<file path="config.mk">
export PLATFORM = sky130hd
export DESIGN_NAME = lane_deskew_trainer
export DESIGN_NICKNAME = d
export VERILOG_FILES = /design/src/rtl/lane_deskew_trainer.sv
export SDC_FILE = /design/constraint.sdc
export NUM_CORES = 1
export LEC_CHECK = 0
export BUFFER_PORTS_ARGS = -buffer_cell sky130_fd_sc_hd__buf_2
export CAP_MARGIN = 20
export CORE_MARGIN = 2
export CORE_UTILIZATION = 40
export DETAILED_ROUTE_END_ITERATION = 6
export PLACE_DENSITY = 0.64
export SYNTH_ARGS = -nofsm -noshare
export SYNTH_HDL_FRONTEND = slang
export SYNTH_SLANG_ARGS = --single-unit
</file>
<file path="constraint.sdc">
create_clock -name clk -period 10.1 [get_ports clk]
set_clock_uncertainty 0.15 [all_clocks]
set_input_delay 2.02 -clock clk [delete_from_list [all_inputs] [get_ports clk]]
set_output_delay 2.02 -clock clk [all_outputs]
set_load 0.005 [all_outputs]
</file>
<file path="src/rtl/lane_deskew_trainer.sv">
module lane_deskew_trainer #(
  parameter int LANES = 4,
  parameter int TAPS = 16,
  parameter int WORD_W = 8,
  parameter int MATCHES = 4,
  parameter int TO_W = 12,
  parameter logic [WORD_W-1:0] TRAIN_WORD = 8'hB1
) (
  input  logic                    clk,
  input  logic                    rst_n,
  input  logic                    retrain,
  input  logic                    train_go,
  input  logic [TO_W-1:0]         timeout_cycles,
  input  logic [LANES-1:0]        lane_in,
  output logic [LANES*WORD_W-1:0] data_out,
  output logic                    word_valid,
  output logic                    locked,
  output logic                    skew_err
);
  localparam int TSW = $clog2(TAPS);
  localparam int BW = $clog2(WORD_W);
  localparam int MW = $clog2(MATCHES + 1);

  typedef enum logic [2:0] {S_IDLE, S_MEASURE, S_PROGRAM, S_SEARCH, S_LOCKED, S_FAULT} st_t;
  st_t state;

  logic [LANES-1:0] lane_q, lane_qq, seen, edge_now, aligned;
  logic all_seen;
  logic [TO_W-1:0] cnt, lmax, lmin, spread;
  logic [LANES-1:0][TO_W-1:0] arr;
  logic [LANES-1:0][TSW-1:0] sel;
  logic [LANES-1:0][TAPS-2:0] sr;
  logic [LANES-1:0][WORD_W-1:0] win;
  logic [BW-1:0] bcnt;
  logic [MW-1:0] mcnt;
  logic match;

  assign edge_now = lane_q ^ lane_qq;
  assign locked = (state == S_LOCKED);
  assign skew_err = (state == S_FAULT);
  assign word_valid = locked && (bcnt == BW'(WORD_W - 1));
  assign spread = lmax - lmin;

  always_comb begin
    lmax = '0;
    lmin = '1;
    match = 1'b1;
    for (int l = 0; l < LANES; l++) begin
      if (arr[l] > lmax) lmax = arr[l];
      if (arr[l] < lmin) lmin = arr[l];
      if (win[l] != TRAIN_WORD) match = 1'b0;
    end
  end

  for (genvar l = 0; l < LANES; l++) begin : g_lane
    logic [TAPS-1:0] line;
    assign line = {sr[l], lane_q[l]};
    assign aligned[l] = line[sel[l]];
    assign data_out[l*WORD_W +: WORD_W] = win[l];

    always_ff @(posedge clk) begin
      if (!rst_n) begin
        sr[l] <= '0;
        win[l] <= '0;
      end else begin
        sr[l] <= {sr[l][TAPS-3:0], lane_q[l]};
        win[l] <= {win[l][WORD_W-2:0], aligned[l]};
      end
    end
  end

  always_ff @(posedge clk) begin
    if (!rst_n) begin
      lane_q <= '0;
      lane_qq <= '0;
    end else begin
      lane_q <= lane_in;
      lane_qq <= lane_q;
    end
  end

  always_ff @(posedge clk) begin
    if (!rst_n || retrain) begin
      state <= S_IDLE;
      cnt <= '0;
      seen <= '0;
      all_seen <= 1'b0;
      arr <= '0;
      sel <= '0;
      bcnt <= '0;
      mcnt <= '0;
    end else begin
      case (state)
        S_IDLE: if (train_go) begin
          state <= S_MEASURE;
          cnt <= '0;
          seen <= '0;
          all_seen <= 1'b0;
          arr <= '0;
        end
        S_MEASURE: begin
          cnt <= cnt + 1'b1;
          for (int l = 0; l < LANES; l++)
            if (!seen[l] && edge_now[l]) begin
              seen[l] <= 1'b1;
              arr[l] <= cnt;
            end
          all_seen <= &(seen | edge_now);
          if (all_seen) begin
            cnt <= '0;
            if (spread > TO_W'(TAPS - 1)) state <= S_FAULT;
            else begin
              state <= S_PROGRAM;
              for (int l = 0; l < LANES; l++) sel[l] <= TSW'(lmax - arr[l]);
            end
          end else if (cnt == timeout_cycles) state <= S_FAULT;
        end
        S_PROGRAM: begin
          cnt <= cnt + 1'b1;
          if (cnt == TO_W'(TAPS - 1)) begin
            state <= S_SEARCH;
            mcnt <= '0;
            bcnt <= '0;
          end
        end
        S_SEARCH: begin
          if (mcnt == '0) begin
            if (match) begin
              mcnt <= MW'(1);
              bcnt <= '0;
            end
          end else if (bcnt == BW'(WORD_W - 1)) begin
            bcnt <= '0;
            if (!match) mcnt <= '0;
            else if (mcnt == MW'(MATCHES - 1)) state <= S_LOCKED;
            else mcnt <= mcnt + 1'b1;
          end else bcnt <= bcnt + 1'b1;
        end
        S_LOCKED: bcnt <= (bcnt == BW'(WORD_W - 1)) ? '0 : bcnt + 1'b1;
        default: state <= S_FAULT;
      endcase
    end
  end
endmodule

</file>
# == After elaboration in Yosys (flattened, before gate mapping) ==
# Cells that the tools add are included.
# word_totals
latch_bits,0
n_memories,0
register_bits,190
mem_bits_ro,0
wordCells,165
mem_bits_rw,0
# classes
n_mul,0
n_addsub,8
bitwise,4
reduce_logical,28
div_mod_pow,0
n_lt_le_gt_ge,13
muxes,58
eq_ne,27
shifts,0
# ops
operator,count
$mux 12,14
$pmux 48 s2,1
$mux 3,18
$mux 48,1
$gt 12x12->1,3
$lt 12x12->1,3
$pmux 12 s3,1
$ne 8x8->1 const B,4
$lt 4x5->1 const B,4
$ne 2x2->1 const B,10
$reduce_and 3->1,6
$bmux 1 s4,4
$sub 4x4->4,4
$pmux 3 s5,1
$mux 1,13
$add 12x1->12 const B,1
$eq 12x12->1,1
$eq 12x4->1 const B,1
$gt 12x1->1 const B,1
$gt 12x4->1 const B,1
$lt 12x12->1 const B,1
$sub 12x12->12,1
$eq 3x2->1 const B,3
$eq 3x3->1 const B,3
other kinds (22),38

# == Logic depth before layout (Yosys ltp) ==
# logic_depth
ltp_word,13
ltp_mapped,43
ltp_nobuf,40

# == Worst setup path before layout ==
# Ideal clock, no wire load.
# synth_path
path_kind,register to register
start,register arr[1] in the netlist's numbering
end,register sel[0] in the netlist's numbering
period_less_slack_ns,8.359
required_ns,9.830
arrival_time_ns,8.090
setup_time_ns,0.120
slack_ns,1.741
path_stages_with_launch,39
path_buffers,6
path_cell_list,dfxtp_1 -> inv_1 -> ha_1 -> a2111oi_2 -> o31a_2 -> and2_1 -> buf_4 -> clkbuf_1 -> a21oi_1 -> ha_1 -> nand2_1 -> o21a_1 -> o2111a_1 -> a21o_1 -> a21boi_2 -> buf_2 -> clkbuf_1 -> o21ai_0 -> (+3 left out) -> o21ai_0 -> o211ai_4 -> clkbuf_1 -> mux2_2 -> ha_1 -> nor2b_1 -> o21ai_0 -> a21boi_1 -> o21ai_0 -> nor2b_1 -> xnor2_1 -> nor4_1 -> o2111ai_1 -> a2bb2oi_1 -> a21oi_2 -> nand4_4 -> buf_6 -> mux2i_1
# synth_between
elab_chain_cells,12
# synth_lines
element,line_no,text
"start, declared",30,logic [LANES-1:0][TO_W-1:0] arr;
"start signal, assigned by index",106,arr[l] <= cnt;
$gt 12x1->1 or $lt 12x12->1 (tied branches),"49, 50",
$mux 12 (on tied branches),"49, 50",
$gt 12x12->1 or $lt 12x12->1 (tied branches),"49, 50",
$mux 12 (on tied branches),"49, 50",
$gt 12x12->1 or $lt 12x12->1 (tied branches),"49, 50",
$mux 12 (on tied branches),"49, 50",
$gt 12x12->1 or $lt 12x12->1 (tied branches),"49, 50",
$mux 12 (on tied branches),"49, 50",
$sub 12x12->12,42,assign spread = lmax - lmin;
$gt 12x4->1,111,if (spread > TO_W'(TAPS - 1)) state <= S_FAULT;
$not 1->1 (no source line),--,
$reduce_and 3->1 (no source line),--,
"end signal, assigned",89,sel <= '0;
"end, declared",31,logic [LANES-1:0][TSW-1:0] sel;
# Several ways; a longest one is shown, not always the timed one.
# A chain may end at the register's enable or synchronous reset.

# == Final worst setup path ==
# layout_path
start,register arr[9] in the netlist's numbering
end,register state[1]
# layout_between
elab_chain_cells,13
# layout_lines
element,line_no,text
$gt 12x1->1 or $lt 12x12->1 (tied branches),"49, 50",
$mux 12 (on tied branches),"49, 50",
$gt 12x12->1 or $lt 12x12->1 (tied branches),"49, 50",
$mux 12 (on tied branches),"49, 50",
$gt 12x12->1 or $lt 12x12->1 (tied branches),"49, 50",
$mux 12 (on tied branches),"49, 50",
$gt 12x12->1 or $lt 12x12->1 (tied branches),"49, 50",
$mux 12 (on tied branches),"49, 50",
$sub 12x12->12 *,42,
$gt 12x4->1 *,111,
$mux 3 *,111,
$mux 3 *,109,if (all_seen) begin
$pmux 3 s5 *,93,case (state)
"end signal, assigned",95,state <= S_MEASURE;
"end signal, assigned",111,
"end signal, assigned",113,state <= S_PROGRAM;
"end, declared",25,st_t state;
# Mark *: on every way between the ends. The rest lies on a longest branch, timed or not.

==> metrics.md <==
| Metric | Value |
|---|---|
| Synth Area in XOR/XNOR | `0.0377` |
| Die width | `167 µm` |
| Ys flop type | `dfxtp_1` |
| Cell mode on critical path | `a21oi_1` |
| Routed vias/inst | `5.45` |
| Violated checks | `design-rule violations` |
| Final #Nets | `1383` |
| Final cycle utilization of the critical path | `0.923` |
| Synthesis-to-finish area growth | `11.5%` |
| Placed cell areas | `11200 µm²` |
| Crit Path Max Fanout | `22` |
| Clk slew on worst S/H paths | `0.08 ns` |
| Final instance area | `11900 µm²` |
| Post-Route Utilization | `0.455` |
| Status | `finished with violations` |
| Critical path class | `reg2reg` |
| Synth Warn # | `0` |
| Req. time, crit path | `10.29 ns` |
| CTS tree | `done` |
| Leak | `4.83 nW` |
| Mean post-synth cell area | `8.67 µm²` |
| Total track usage | `0.199` |
| Fmax | `107 MHz` |
| Remaining DRCs | `9` |
| Final-report max-slew violation count | `0` |
| Unique masters post-synth | `75` |
| P per Cell Area | `133 nW/µm²` |
| GPL Wtd Cong | `0.907` |
| Worst setup SP type | `flop` |
| Crit path largest cell delay | `0.52 ns` |
| Max clock buf depth | `2` |
| Post-Synth Adder-Cell Area | `0.124` |
| Hold Path Depth | `1` |
| Most frequent cells in the layout | `dfxtp_1, nand2_1, a21oi_1` |
| EDFF count, synth | `0` |
| Largest family of logic cells by synthesized area | `simple AND/OR/NAND/NOR gates` |
| Sequential area share after synthesis | `0.349` |
| Clock Tree Root | `clkbuf_16` |
| First-pass GRT wire length | `44.4 mm` |
| Max cap viols | `0` |
| N_diodes | `0` |
| Post-synthesis compound-gate area fraction | `0.149` |
| Synth Register Bits | `186` |
| Slew HR | `0.261` |
| RSZ-0062 raised after global routing | `false` |
| Crit end category | `flop` |
| Setup_tns | `0 ns` |
| Starting Density | `0.408` |
| Reg2Reg Depth | `37` |
| Synthesized area | `10700 µm²` |
| Syn Inst Count | `1230` |
| Share of flip-flops with an asynchronous set or reset | `0` |
| Vias in the first global route | `8265` |
| Port Buf Inserts | `54` |
| Worst setup margin | `0.773 ns` |
| Commonest non-fill, non-tap cell in the layout | `dfxtp_1` |
| Final setup vio count | `0` |
| TritonCTS buffer count | `17` |
| Post-DP HPWL | `20.3 mm` |
| Slowest-stage cell, CP | `mux2i_1` |
| Synth Area in Simple Gates | `0.215` |
| Largest net degree at the start of global routing | `99` |
| Post-synthesis mux area share | `0.0768` |
| Worst skew pair latency | `0.45 ns` |
| Routed wire length per instance | `17.2 µm` |
| Routed Antenna Nets | `0` |
| Antenna violations before repair | `1` |
| IO Count | `55` |
| Worst Path Arrival | `9.52 ns` |
| Remaining global-route overflow | `0` |
| Final Hold Fails | `0` |
| Initial DRC Count | `525` |
| TritonRoute pass-1 iters | `7` |
| Worst vdd ir | `0.0847 mV` |
| Post-route minimum period | `9.33 ns` |
| Core footprint | `26100 µm²` |
| H-Tree Level Count | `4` |
| Tightest Pin Transition | `1.11 ns` |
| Die area | `28000 µm²` |
| CTS Sinks | `186` |
| Hold Path Class | `reg2reg` |
| Vias post-DR | `8771` |
| Layout cells sized above 1 | `0.126` |
| Final WL | `27.6 mm` |
| DP Worst Slack | `0.799 ns` |
| Rows | `59` |
| Die extent in y | `167 µm` |
| Net Count, Synth | `1353` |
-- area by class of cell --
class | count | area, µm²
clock inverter | 14 | 171
sequential | 186 | 3720
multi-input combinational | 912 | 6440
fill | 2568 | 14200
clock buffer | 18 | 439
inverter | 67 | 251
timing repair buffer | 76 | 439
tap | 335 | 419
-- layer usage --
metal | wire length [µm] | track usage | share of wire
met1 | 12800 | 0.269 | 0.46
met2 | 12400 | 0.322 | 0.45
met3 | 1600 | 0.0359 | 0.058
met4 | 780 | 0.0688 | 0.028
met5 | 0 | 0 | 0
-- state kept, by name, indices dropped and copies added (netlist names) --
| name | flops |
|---|---|
| cnt | 12 |
| g_lane.line | 60 |
| lane_q | 4 |
| mcnt | 3 |
| seen | 4 |
| sel | 16 |
| all_seen | 1 |
| arr | 48 |
| data_out | 32 |
| state | 3 |
| bcnt | 3 |
-- report_power, final --
part / total, W / internal, W / switching, W
sequential: 0.000747 / 0.000739 / 0.00000875
clock: 0.000682 / 0.000342 / 0.000340
combinational: 0.000157 / 0.0000543 / 0.000103
total: 0.00159 / 0.00113 / 0.000452
-- synthesized netlist by cell type, types with 12 or more instances --
cell / n / area share
nor3_1: 13 / 0.0061
nand2_1: 139 / 0.049
o21ai_0: 46 / 0.022
nand4_1: 21 / 0.012
xor2_1: 15 / 0.012
xnor2_1: 29 / 0.024
mux4_2: 20 / 0.042
clkbuf_1: 59 / 0.021
nand3_1: 69 / 0.032
nor2_1: 56 / 0.020
mux2i_1: 22 / 0.021
dfxtp_1: 186 / 0.35
inv_1: 67 / 0.024
a21oi_1: 115 / 0.054
a21o_1: 16 / 0.011
and2_1: 99 / 0.058
ha_1: 98 / 0.11
mux2_2: 12 / 0.013
-- repair_timing --
action | in CTS | in global routing
endpoints found under the setup margin | 0 | 17
setup buffers | 0 | 4
gates resized for setup | 0 | 1
hold buffers | 0 | 0
-- path summary, 6_finish.rpt --
check                     start                  to  slack, ns
max                      arr[9]            state[1]       0.77
min          g_lane[3].line[11]  g_lane[3].line[12]       0.30
max reg2reg              arr[9]            state[1]       0.77
min reg2reg  g_lane[3].line[11]  g_lane[3].line[12]       0.30
-- through the flow --
| stage | power [W] | hold slack (ns) | cells |
|---|---|---|---|
| 2_1_floorplan | 0.000867 | 0.274 | 1230 |
| 3_3_place_gp | 0.000913 | 0.278 | 1569 |
| 3_5_place_dp | 0.000916 | 0.287 | 1571 |
| 4_1_cts | 0.00159 | 0.302 | 1603 |
| 5_1_grt | 0.00164 | 0.312 | 1608 |
| 6_report | 0.00159 | 0.299 | 1608 |
-- critical path: cells and delay by family, from the launching register on --
kind | cells | cell delay, ns
simple gates | 7 | 1.47
xor+xnor | 1 | 0.08
compound gates | 18 | 3.75
fa+ha+maj | 5 | 1.51
buf+inv | 4 | 0.88
mux | 2 | 0.94
flops | 1 | 0.41
-- cell families (layout without fill, tap and decap cells) --
kind of cell / Yosys count / in the layout
mux: 55 / 55
fa+ha+maj: 103 / 103
simple gates: 452 / 452
xor+xnor: 45 / 45
buf+inv: 132 / 175
compound gates: 257 / 257
flops: 186 / 186
Note: power is estimated with default switching activity, not from simulation.
